$ cat src/rtl/vcap_pkg.sv
package vcap_pkg;

   typedef enum logic [1:0] {
      SL_FREE  = 2'd0,
      SL_FILL  = 2'd1,
      SL_READY = 2'd2,
      SL_HELD  = 2'd3
   } slot_st_t;

   localparam logic [7:0] TRS_LEAD = 8'hFF;
   localparam logic [7:0] TRS_ZERO = 8'h00;

   localparam int XY_F = 6;
   localparam int XY_V = 5;
   localparam int XY_H = 4;

endpackage

$ cat src/rtl/vcap_trs_parser.sv
module vcap_trs_parser
   import vcap_pkg::*;
#(
   parameter int ACTIVE_W = 720,
   parameter bit Y_ODD    = 1'b1
) (
   input  logic       clk,
   input  logic       rst_n,
   input  logic       smp_en,
   input  logic [7:0] din,
   output logic       luma_we,
   output logic [7:0] luma,
   output logic       frame_start
);

   localparam int LINE_BYTES = 2 * ACTIVE_W;
   localparam int BW = (LINE_BYTES > 2) ? $clog2(LINE_BYTES) : 1;

   logic [7:0]    h1, h2, h3;
   logic          last_f;
   logic          in_act;
   logic [BW-1:0] bcnt;
   logic          trs_hit;
   logic          is_y;

   assign trs_hit = smp_en && (h3 == TRS_LEAD) && (h2 == TRS_ZERO) && (h1 == TRS_ZERO);

   generate
      if (Y_ODD) begin : g_y_odd
         assign is_y = bcnt[0];
      end else begin : g_y_even
         assign is_y = ~bcnt[0];
      end
   endgenerate

   always_ff @(posedge clk or negedge rst_n) begin
      if (!rst_n) begin
         h1          <= '0;
         h2          <= '0;
         h3          <= '0;
         last_f      <= 1'b0;
         in_act      <= 1'b0;
         bcnt        <= '0;
         luma_we     <= 1'b0;
         luma        <= '0;
         frame_start <= 1'b0;
      end else begin
         luma_we     <= 1'b0;
         frame_start <= 1'b0;
         if (smp_en) begin
            h3 <= h2;
            h2 <= h1;
            h1 <= din;
         end
         if (trs_hit) begin
            last_f      <= din[XY_F];
            frame_start <= last_f & ~din[XY_F];
            if (!din[XY_H] && !din[XY_V]) begin
               in_act <= 1'b1;
               bcnt   <= '0;
            end else begin
               in_act <= 1'b0;
            end
         end else if (smp_en && in_act) begin
            luma_we <= is_y;
            luma    <= din;
            bcnt    <= bcnt + 1'b1;
            if (bcnt == BW'(LINE_BYTES - 1)) begin
               in_act <= 1'b0;
            end
         end
      end
   end

   // a luma strobe only ever follows a cycle inside the active window
   p_luma_in_window_r2: assert property (@(posedge clk) disable iff (!rst_n)
      luma_we |-> $past(in_act));

   // a boundary and a luma strobe come from different bytes
   p_fs_excl_r3: assert property (@(posedge clk) disable iff (!rst_n)
      frame_start |-> !luma_we);

endmodule

$ cat src/rtl/vcap_wr_addr.sv
module vcap_wr_addr #(
   parameter int FRAME_PIX = 414720,
   parameter int NUM_SLOTS = 3,
   parameter int AW        = 21,
   parameter int SW        = 2
) (
   input  logic          clk,
   input  logic          rst_n,
   input  logic          luma_we,
   input  logic [7:0]    luma,
   input  logic          frame_start,
   input  logic          cur_v,
   input  logic [SW-1:0] cur_slot,
   output logic          mem_we,
   output logic [AW-1:0] mem_addr,
   output logic [7:0]    mem_data,
   output logic          frame_full
);

   localparam int PW = $clog2(FRAME_PIX + 1);

   logic [PW-1:0] pcnt;
   logic [AW-1:0] base_tab [NUM_SLOTS];

   generate
      for (genvar s = 0; s < NUM_SLOTS; s++) begin : g_base
         assign base_tab[s] = AW'(s * FRAME_PIX);
      end
   endgenerate

   assign frame_full = (pcnt == PW'(FRAME_PIX));

   always_ff @(posedge clk or negedge rst_n) begin
      if (!rst_n) begin
         pcnt     <= '0;
         mem_we   <= 1'b0;
         mem_addr <= '0;
         mem_data <= '0;
      end else begin
         mem_we <= 1'b0;
         if (frame_start) begin
            pcnt <= '0;
         end else if (luma_we && cur_v && (pcnt < PW'(FRAME_PIX))) begin
            mem_we   <= 1'b1;
            mem_addr <= base_tab[cur_slot] + AW'(pcnt);
            mem_data <= luma;
            pcnt     <= pcnt + 1'b1;
         end
      end
   end

   // a write only happens while a slot was owned by capture
   p_we_owned_r3: assert property (@(posedge clk) disable iff (!rst_n)
      mem_we |-> $past(cur_v));

   // the per-frame offset restarts at every boundary
   p_cnt_restart_r4: assert property (@(posedge clk) disable iff (!rst_n)
      frame_start |=> (pcnt == '0));

endmodule

$ cat src/rtl/vcap_slot_ring.sv
module vcap_slot_ring
   import vcap_pkg::*;
#(
   parameter int NUM_SLOTS = 3,
   parameter int SW        = 2
) (
   input  logic          clk,
   input  logic          rst_n,
   input  logic          frame_start,
   input  logic          frame_full,
   input  logic          release_i,
   output logic          cur_v,
   output logic [SW-1:0] cur_slot,
   output logic          held_v,
   output logic [SW-1:0] held_slot,
   output logic          ovf
);

   localparam int QW = $clog2(NUM_SLOTS + 1);

   slot_st_t      st   [NUM_SLOTS];
   slot_st_t      st_n [NUM_SLOTS];
   logic [SW-1:0] rq   [NUM_SLOTS];
   logic [SW-1:0] rq_n [NUM_SLOTS];
   logic [QW-1:0] rq_cnt, rq_cnt_n;
   logic          cur_v_n, held_v_n, ovf_n;
   logic [SW-1:0] cur_n, held_n, pick;
   logic          pick_v;

   always_comb begin
      st_n     = st;
      rq_n     = rq;
      rq_cnt_n = rq_cnt;
      cur_v_n  = cur_v;
      cur_n    = cur_slot;
      held_v_n = held_v;
      held_n   = held_slot;
      ovf_n    = ovf;
      pick_v   = 1'b0;
      pick     = '0;

      if (release_i && held_v) begin
         st_n[held_slot] = SL_FREE;
         held_v_n        = 1'b0;
      end else if (!held_v && (rq_cnt != '0)) begin
         st_n[rq[0]] = SL_HELD;
         held_v_n    = 1'b1;
         held_n      = rq[0];
         for (int i = 0; i < NUM_SLOTS - 1; i++) begin
            rq_n[i] = rq[i+1];
         end
         rq_n[NUM_SLOTS-1] = '0;
         rq_cnt_n          = rq_cnt - QW'(1);
      end

      if (frame_start) begin
         if (cur_v) begin
            if (frame_full) begin
               st_n[cur_slot]  = SL_READY;
               rq_n[rq_cnt_n]  = cur_slot;
               rq_cnt_n        = rq_cnt_n + QW'(1);
            end else begin
               st_n[cur_slot] = SL_FREE;
            end
         end
         for (int i = NUM_SLOTS - 1; i >= 0; i--) begin
            if (st_n[i] == SL_FREE) begin
               pick_v = 1'b1;
               pick   = SW'(i);
            end
         end
         if (pick_v) begin
            st_n[pick] = SL_FILL;
            cur_v_n    = 1'b1;
            cur_n      = pick;
         end else begin
            cur_v_n = 1'b0;
            ovf_n   = 1'b1;
         end
      end
   end

   always_ff @(posedge clk or negedge rst_n) begin
      if (!rst_n) begin
         for (int i = 0; i < NUM_SLOTS; i++) begin
            st[i] <= SL_FREE;
            rq[i] <= '0;
         end
         rq_cnt    <= '0;
         cur_v     <= 1'b0;
         cur_slot  <= '0;
         held_v    <= 1'b0;
         held_slot <= '0;
         ovf       <= 1'b0;
      end else begin
         st        <= st_n;
         rq        <= rq_n;
         rq_cnt    <= rq_cnt_n;
         cur_v     <= cur_v_n;
         cur_slot  <= cur_n;
         held_v    <= held_v_n;
         held_slot <= held_n;
         ovf       <= ovf_n;
      end
   end

   // a held frame keeps its slot until released
   p_hold_stable_r7: assert property (@(posedge clk) disable iff (!rst_n)
      (held_v && !release_i) |=> (held_v && $stable(held_slot)));

   // a release of a held frame frees it at that edge
   p_release_frees_r8: assert property (@(posedge clk) disable iff (!rst_n)
      (release_i && held_v) |=> !held_v);

   // capture never fills the slot the consumer holds
   p_fill_not_held_r9: assert property (@(posedge clk) disable iff (!rst_n)
      (cur_v && held_v) |-> (cur_slot != held_slot));

   // the overflow flag never clears once set
   p_ovf_sticky_r10: assert property (@(posedge clk) disable iff (!rst_n)
      ovf |=> ovf);

endmodule

$ cat src/rtl/vcap_bt656_capture.sv
module vcap_bt656_capture #(
   parameter int  ACTIVE_W  = 720,
   parameter int  ACTIVE_H  = 576,
   parameter int  NUM_SLOTS = 3,
   parameter bit  Y_ODD     = 1'b1,
   localparam int FRAME_PIX = ACTIVE_W * ACTIVE_H,
   localparam int AW        = $clog2(NUM_SLOTS * FRAME_PIX),
   localparam int SW        = (NUM_SLOTS > 1) ? $clog2(NUM_SLOTS) : 1
) (
   input  logic          clk,
   input  logic          rst_n,
   input  logic          pix_en,
   input  logic [7:0]    pix_data,
   output logic          mem_we,
   output logic [AW-1:0] mem_addr,
   output logic [7:0]    mem_data,
   output logic          frm_rdy,
   output logic [SW-1:0] frm_slot,
   output logic [AW-1:0] frm_base,
   input  logic          frm_release,
   output logic          ovf_flag
);

   generate
      if (NUM_SLOTS < 2) begin : g_bad_slots
         $error("NUM_SLOTS must be at least 2");
      end
      if (ACTIVE_W < 1 || ACTIVE_H < 1) begin : g_bad_size
         $error("ACTIVE_W and ACTIVE_H must be positive");
      end
   endgenerate

   logic          luma_we;
   logic [7:0]    luma;
   logic          frame_start;
   logic          frame_full;
   logic          cur_v;
   logic [SW-1:0] cur_slot;
   logic          held_v;
   logic [SW-1:0] held_slot;

   vcap_trs_parser #(
      .ACTIVE_W (ACTIVE_W),
      .Y_ODD    (Y_ODD)
   ) u_parser (
      .clk         (clk),
      .rst_n       (rst_n),
      .smp_en      (pix_en),
      .din         (pix_data),
      .luma_we     (luma_we),
      .luma        (luma),
      .frame_start (frame_start)
   );

   vcap_wr_addr #(
      .FRAME_PIX (FRAME_PIX),
      .NUM_SLOTS (NUM_SLOTS),
      .AW        (AW),
      .SW        (SW)
   ) u_wr (
      .clk         (clk),
      .rst_n       (rst_n),
      .luma_we     (luma_we),
      .luma        (luma),
      .frame_start (frame_start),
      .cur_v       (cur_v),
      .cur_slot    (cur_slot),
      .mem_we      (mem_we),
      .mem_addr    (mem_addr),
      .mem_data    (mem_data),
      .frame_full  (frame_full)
   );

   vcap_slot_ring #(
      .NUM_SLOTS (NUM_SLOTS),
      .SW        (SW)
   ) u_ring (
      .clk         (clk),
      .rst_n       (rst_n),
      .frame_start (frame_start),
      .frame_full  (frame_full),
      .release_i   (frm_release),
      .cur_v       (cur_v),
      .cur_slot    (cur_slot),
      .held_v      (held_v),
      .held_slot   (held_slot),
      .ovf         (ovf_flag)
   );

   assign frm_rdy  = held_v;
   assign frm_slot = held_slot;
   assign frm_base = AW'(held_slot) * AW'(FRAME_PIX);

endmodule

$ cat config.mk
export PLATFORM = sky130hd
export DESIGN_NAME = vcap_bt656_capture
export DESIGN_NICKNAME = d
export VERILOG_FILES = /design/src/rtl/vcap_pkg.sv /design/src/rtl/vcap_trs_parser.sv /design/src/rtl/vcap_wr_addr.sv /design/src/rtl/vcap_slot_ring.sv /design/src/rtl/vcap_bt656_capture.sv
export SDC_FILE = /design/constraint.sdc
export NUM_CORES = 1
export LEC_CHECK = 0
export ABC_AREA = 1
export ABC_CLOCK_PERIOD_IN_PS = 5450
export BUFFER_PORTS_ARGS = -buffer_cell sky130_fd_sc_hd__buf_2
export CAP_MARGIN = 10
export CORE_ASPECT_RATIO = 0.75
export CORE_MARGIN = 4
export CORE_UTILIZATION = 60
export DETAILED_ROUTE_END_ITERATION = 6
export PLACE_DENSITY = 0.91
export SYNTH_ARGS = -nofsm -noshare
export SYNTH_HDL_FRONTEND = slang
export SYNTH_HIERARCHICAL = 1
export SYNTH_SLANG_ARGS = --single-unit
export TNS_END_PERCENT = 20
$ cat constraint.sdc
create_clock -name clk -period 5.45 [get_ports clk]
set_input_delay 0 -clock clk [delete_from_list [all_inputs] [get_ports clk]]
set_output_delay 0 -clock clk [all_outputs]
set_load 0.01 [all_outputs]
==> results of run 1 <==
[power groups by stage]
stage / Clock (uW) / Combinational (uW) / Sequential, uW
after floorplan: 0 / 45.0 / 916
after global placement: 0 / 67.6 / 919
after detailed placement: 0 / 70.3 / 920
after CTS: 1120 / 76.3 / 906
after global routing: 1160 / 88.2 / 908
final: 1110 / 75.3 / 906
[cells in the mapped netlist, types with 5 or more instances]
| master | n | area [sq um] |
|---|---|---|
| nand3_1 | 56 | 280 |
| ha_1 | 15 | 188 |
| inv_2 | 5 | 18.8 |
| nand3_2 | 13 | 130 |
| dfrtp_1 | 117 | 2930 |
| inv_1 | 82 | 308 |
| buf_2 | 8 | 40.0 |
| nor2_1 | 73 | 274 |
| nand4_1 | 19 | 119 |
| xnor2_1 | 6 | 52.6 |
| nor2_2 | 5 | 31.3 |
| buf_6 | 5 | 56.3 |
| nand2_1 | 276 | 1040 |
| clkbuf_1 | 6 | 22.5 |
| a21oi_1 | 8 | 40.0 |
| nand2_2 | 7 | 43.8 |
| o21ai_1 | 15 | 75.1 |
| nor3_1 | 15 | 75.1 |
| xor2_1 | 10 | 87.6 |
| o21ai_0 | 57 | 285 |
| buf_4 | 20 | 150 |
[metal layers]
layer  share of wire, %  track usage [%]
met5                  0                0
met1                 44             34.4
met4                2.7             10.7
met2                 46             39.9
met3                7.2             6.55
[stage by stage]
stage / total power, uW / hold WS [ns] / util, % / cell area, sq um
floorplan: 961 / -0.296 / - / 6580
global placement: 987 / 0.0274 / 64.5 / 6740
detailed placement: 990 / 0.0271 / 64.5 / 6740
CTS: 2100 / 0.00591 / 71.2 / 7440
global route: 2160 / 0.0498 / 71.2 / 7440
finish: 2090 / 0.0119 / 71.2 / 7440
[cells by family (layout without fill, tap and decap cells)]
family / count (synthesis) / after routing / share of synthesized area, %
other: 1 / 11 / 0.0573
XOR/XNOR: 16 / 16 / 2.14
buffers and inverters: 129 / 186 / 9.61
AO/OA/AOI/OAI: 91 / 91 / 7.47
AND/OR/NAND/NOR: 481 / 481 / 33.1
adder cells (fa/ha/maj): 15 / 15 / 2.87
flip-flops: 117 / 117 / 44.7
[flip-flops by register name, summed over array words and instances, names as in the netlist, 2 cells and up]
signal	count
u_ring/rq_cnt	2
u_parser/luma	8
u_ring/rq	6
u_ring/held_slot	2
u_wr/mem_data	8
u_parser/h3	8
u_parser/h2	8
u_ring/cur_slot	2
u_wr/mem_addr	21
u_wr/pcnt	19
u_ring/st	6
u_parser/bcnt	11
u_parser/h1	8
[path summary, 6_finish.rpt]
path,start,endpoint,slack [ns],depth (start not counted)
max,u_parser/frame_start,u_wr/mem_addr[0],2.93,5
max reg2reg,u_parser/frame_start,u_wr/mem_addr[0],2.93,5
min in group asynchronous,rst_n,u_wr/mem_addr[8],0.11,2
min reg2reg,u_parser/luma[7],u_parser/luma[7],0.47,2
min,pix_en,u_parser/h1[1],0.01,3
max in group asynchronous,rst_n,u_wr/mem_data[5],4.04,3
[cell type report]
cell class	instances	area, sq um	share of cell area (%)
multi-input combinational	614	3030	40.7
sequential	117	2930	39.4
clock buffer	21	470	6.33
timing repair buffer	66	385	5.18
inverter	88	333	4.48
tap	136	170	2.29
clock inverter	11	124	1.67
[timing repair]
action / 4_1_cts / 5_1_grt
hold endpoints to repair: 62 / 0
hold buffers: 10 / 0
setup buffers: 0 / 0
[worst max-delay path, stage by stage (launching register included)]
cell	delay, ns
dfrtp_1	0.53
inv_1	0.47
nand4_4	0.61
inv_2	0.49
nand2_1	0.14
o21a_1	0.14
==> metrics, run 1 <==
worst-margin pin slew=0.906 ns; Reg clk slew, reported paths=0.06 ns; post-route non-filler standard cell count=1,053; Leak=0.00382 uW; pin count of the biggest net entering global routing=75; CTS tree=done; die width=129 microns; outcome=finished clean; HP Class=in2reg; placed cell count=1,011; max-slew violation count=0; #FFs+latches synth=117; Antenna diodes=0; Area growth syn-to-layout=13.6%; CTS resizes=0; vias in the first global route=5,558; Yosys Warn Count=6; DR iter-0 viols=684; Congestion Overflow GR=0; cells after synthesis=850; initial antenna violation count=0; Power per Cell Area=281 nW/um^2; synthesized cell area=6550 sq um; Worst Setup Start Kind=flip-flop; CTS root buf=clkbuf_16; Internal=1620 uW; Slew headroom=39.6%; Logic pwr share=3.6%; dpl ws=3.03 ns; clock share of power=53.1%; final worst path period share=46.2%; clk sinks=117; RSZ-0062 raised after global routing=no; vias per inst=5.53; Layout fillers=807; Clock Skew=0.00892 ns; count of cell types in the netlist=43; Post-Route Setup TNS=0 ns; Total Die Area=12,700 sq um; Fin. Hold Viols=0; maxcap violations=0; commonest non-fill, non-tap cell in the layout=nand2_1; CP arrival=2.81 ns; Net Sw Frac=22.5%; Seq/Total Area, Yosys=44.7%; via count=5,821; kind of critical path=reg2reg; fmax=0.398 GHz; Worst setup EP type=flip-flop; worst setup slack after layout=2.93 ns; site row count=32; final setup fails=0; fraction of layout cells with a size suffix above 1=14.3%; GPL Wtd Cong=0.947; DRT Pass-1 Iters=6; Tmin final=2.52 ns; drt total wl=15.6 mm; Net Sw Power=472 uW; most frequent cells in the layout=nand2_1 (276), dfrtp_1 (117), inv_1 (82); die height=98.5 microns; Worst EP required=5.75 ns; critical path fanouts, max=44; CTS H-Tree Depth=4; port bufs=55; Nets=931; dpl hpwl=10.7 mm; asr flop ratio synth=100%; Skew-Pair Late Insertion Delay=0.41 ns; sequential share of power=43.3%; core box area=10,500 sq um; CTS Buffer Depth=2; Post-synth EDFFs=0; GR Util All Layers=25.6%; TritonCTS buffer count=17; mean post-synth cell area=7.70 sq um; drt wl/cell=14.8 microns; I/O pin count=67; Starting Density=62.6%; Antenna Nets Post-Route=0; DRC=0; first-pass GRT wire length=26.1 mm; Post-synth top flop=dfrtp_1; Peak supply drop=215 uV
Note: power is estimated with default switching activity, not from simulation.
==> inputs of run 2 (changes only) <==
- ABC_CLOCK_PERIOD_IN_PS: 5450 -> 2200
- CORE_UTILIZATION: 60 -> 54
- PLACE_DENSITY: 0.91 -> 0.87
- clock period: 5.45 -> 2.2 ns (I/O delays scaled with it)
==> metrics, run 2 (synthesis gave the netlist of run 1 again) <==
DR iter-0 viols=841 (was 684); maxcap violations=0 (unchanged); CP Depth=15 (was 5); Slew headroom=58.8% (was 39.6%); Fin. Hold Viols=0 (unchanged); Net Sw Power=1190 uW (was 472 uW); r2r setup slk=0.08 ns (was 2.93 ns); Post-Route Setup TNS=0 ns (unchanged); CP arrival=2.46 ns (was 2.81 ns); CTS H-Tree Depth=4 (unchanged); Total Die Area=14,000 sq um (was 12,700 sq um); Internal=4400 uW (was 1620 uW); Starting Density=55.8% (was 62.6%); Buffers & Inverters on Critical Path=3 (was 2); final worst path period share=96.2% (was 46.2%); HP Class=in2async (was in2reg); TritonCTS buffer count=17 (unchanged); Crit Reg-Reg Endpoint=u_wr/mem_addr[18] (was u_wr/mem_addr[0]); pin count of the biggest net entering global routing=51 (was 75); CP top delay family=simple AND/OR/NAND/NOR gates (was buffers and inverters); top flop regs=u_wr/mem_addr (21), u_wr/pcnt (19), u_parser/bcnt (11) (unchanged); Congestion Overflow GR=0 (unchanged); die width=135 microns (was 129 microns); Tmin final=2.12 ns (was 2.52 ns); crit path launch=u_ring/cur_slot[0] (was u_parser/frame_start); Net Sw Frac=21.3% (was 22.5%); max reg flops=21 (unchanged); fraction of layout cells with a size suffix above 1=17.2% (was 14.3%); fmax=0.472 GHz (was 0.398 GHz); CP Capture Point=u_wr/mem_addr[18] (was u_wr/mem_addr[0]); clock share of power=56.4% (was 53.1%); Worst EP required=2.54 ns (was 5.75 ns); port bufs=55 (unchanged); clk sinks=117 (unchanged); Worst setup EP type=flip-flop (unchanged); kind of critical path=reg2reg (unchanged); DRT Pass-1 Iters=5 (was 6); total chip power=5600 uW (was 2090 uW); Leak=0.00400 uW (was 0.00382 uW); Power per Cell Area=718 nW/um^2 (was 281 nW/um^2); Worst Setup Start Kind=flip-flop (unchanged); most frequent cells in the layout=nand2_1 (274), dfrtp_1 (117), inv_1 (81) (was nand2_1 (276), dfrtp_1 (117), inv_1 (82)); Antenna diodes=0 (unchanged); dpl hpwl=11.0 mm (was 10.7 mm); initial antenna violation count=0 (unchanged); first-pass GRT wire length=26.1 mm (about the same); sequential share of power=40.0% (was 43.3%); Antenna Nets Post-Route=0 (unchanged); max-slew violation count=0 (unchanged); ordered list of cells on the worst path=inv_1, ha_2, inv_1, nand2_1, and2_1, ha_1, inv_1, nand2_1, nand2_1, nand2_1, nand3_1, nand2_2, nand2_2, nand3_2, nand2_1 (was inv_1, nand4_4, inv_2, nand2_1, o21a_1); CTS Buffer Depth=2 (unchanged); worst-margin pin slew=0.613 ns (was 0.906 ns); vias in the first global route=5,397 (was 5,558); RSZ-0062 raised after global routing=yes (was no); GPL Wtd Cong=0.977 (was 0.947); Peak supply drop=553 uV (was 215 uV); CP max stage delay=0.40 ns (was 0.61 ns); outcome=finished clean (unchanged); Nets=957 (was 931); Slowest-stage cell, CP=dfrtp_1 (was nand4_4); Layout fillers=966 (was 807); critical path fanouts, max=5 (was 44); via count=5,910 (was 5,821); final setup fails=0 (unchanged); Crit path top cell by count=nand2_1; most flop-heavy register=u_wr/mem_addr (unchanged); CTS tree=done (unchanged); worst r2r src=u_ring/cur_slot[0] (was u_parser/frame_start); Reg clk slew, reported paths=0.06 ns (about the same); commonest non-fill, non-tap cell in the layout=nand2_1 (unchanged); die height=103 microns (was 98.5 microns); drt total wl=15.9 mm (was 15.6 mm); Logic pwr share=3.6% (about the same); CTS root buf=clkbuf_16 (unchanged); site row count=34 (was 32); vias per inst=5.35 (was 5.53); GR Util All Layers=23.5% (was 25.6%); core box area=11,700 sq um (was 10,500 sq um); I/O pin count=67 (unchanged); drt wl/cell=14.4 microns (was 14.8 microns); Clock Skew=0.00560 ns (was 0.00892 ns); Area growth syn-to-layout=19.1% (was 13.6%); Reg2Reg Depth=15 (was 5); Skew-Pair Late Insertion Delay=0.41 ns (about the same); DRC=0 (unchanged)
run 2: cell types whose count changed in the layout (fill, tap and decap cells not counted), moves of 3 or more:
cell           before  now
dlygate4sd3_1      10   14
clkbuf_8            3    0
clkinv_4            0    3
buf_4               2   23
bufinv_16           2    6
run 2: per-layer routing:
metal  share of wire, %  track usage [%]  vias up
met2                 45             36.9      246
met1                 45             32.1     2784
met3                7.4             6.67       33
met4                1.9             7.67        0
li1                   -                -     2847
met5                  0                0        -
run 2: worst min path at each step:
stage,start,endpoint,cells past startpoint
after floorplan,rst_n,u_parser/bcnt[0],0
after global placement,rst_n,u_wr/mem_addr[6],1
after detailed placement,rst_n,u_wr/mem_addr[6],1
after CTS,rst_n,u_wr/mem_addr[6],2
after global routing,rst_n,u_wr/mem_addr[5],2
final,rst_n,u_wr/mem_addr[8],2
run 2: repair_timing:
action / in CTS / in global routing
setup buffers: 0 / 1
endpoints found under the hold margin: 68 / 0
hold buffers: 14 / 0
gates resized for setup: 0 / 9
setup endpoints to repair: 0 / 20
run 2: worst reg2reg max path, stage by stage, from the launching register on:
cell and delay (ns):
dfrtp_1 0.40, inv_1 0.08, ha_2 0.22, inv_1 0.09
nand2_1 0.09, and2_1 0.15, ha_1 0.19, inv_1 0.07
nand2_1 0.05, nand2_1 0.09, nand2_1 0.10, nand3_1 0.14
nand2_2 0.10, nand2_2 0.11, nand3_2 0.08, nand2_1 0.10
run 2: stage by stage:
step / hold slack [ns] / worst slack, ns / cell area [sq um] / utilization [%] / std cells
after floorplan: -0.296 / 0.302 / 6580 / - / 860
after global placement: 0.0283 / 0.153 / 6950 / 59.2 / 1058
after detailed placement: 0.0313 / 0.0788 / 6950 / 59.2 / 1058
after CTS: 0.141 / 0.0410 / 7760 / 66.1 / 1104
after global routing: 0.167 / -0.0436 / 7790 / 66.4 / 1105
final: 0.130 / 0.0836 / 7790 / 66.4 / 1105
run 2: power groups by stage:
stage | logic, uW | clock network, uW | registers (uW)
final | 200 | 3160 | 2240
after global routing | 233 | 3300 | 2240
after CTS | 203 | 3190 | 2240
after detailed placement | 181 | 0 | 2280
after global placement | 174 | 0 | 2280
after floorplan | 112 | 0 | 2270
run 2: area by class of cell:
class | instances | area [sq um] | area share [%]
repair buffers | 92 | 603 | 7.74
multi-input cells | 614 | 3050 | 39.1
inverters | 88 | 333 | 4.27
clock inverters | 15 | 253 | 3.24
flip-flops and latches | 117 | 2930 | 37.6
clock buffers | 17 | 425 | 5.46
well taps | 162 | 203 | 2.60
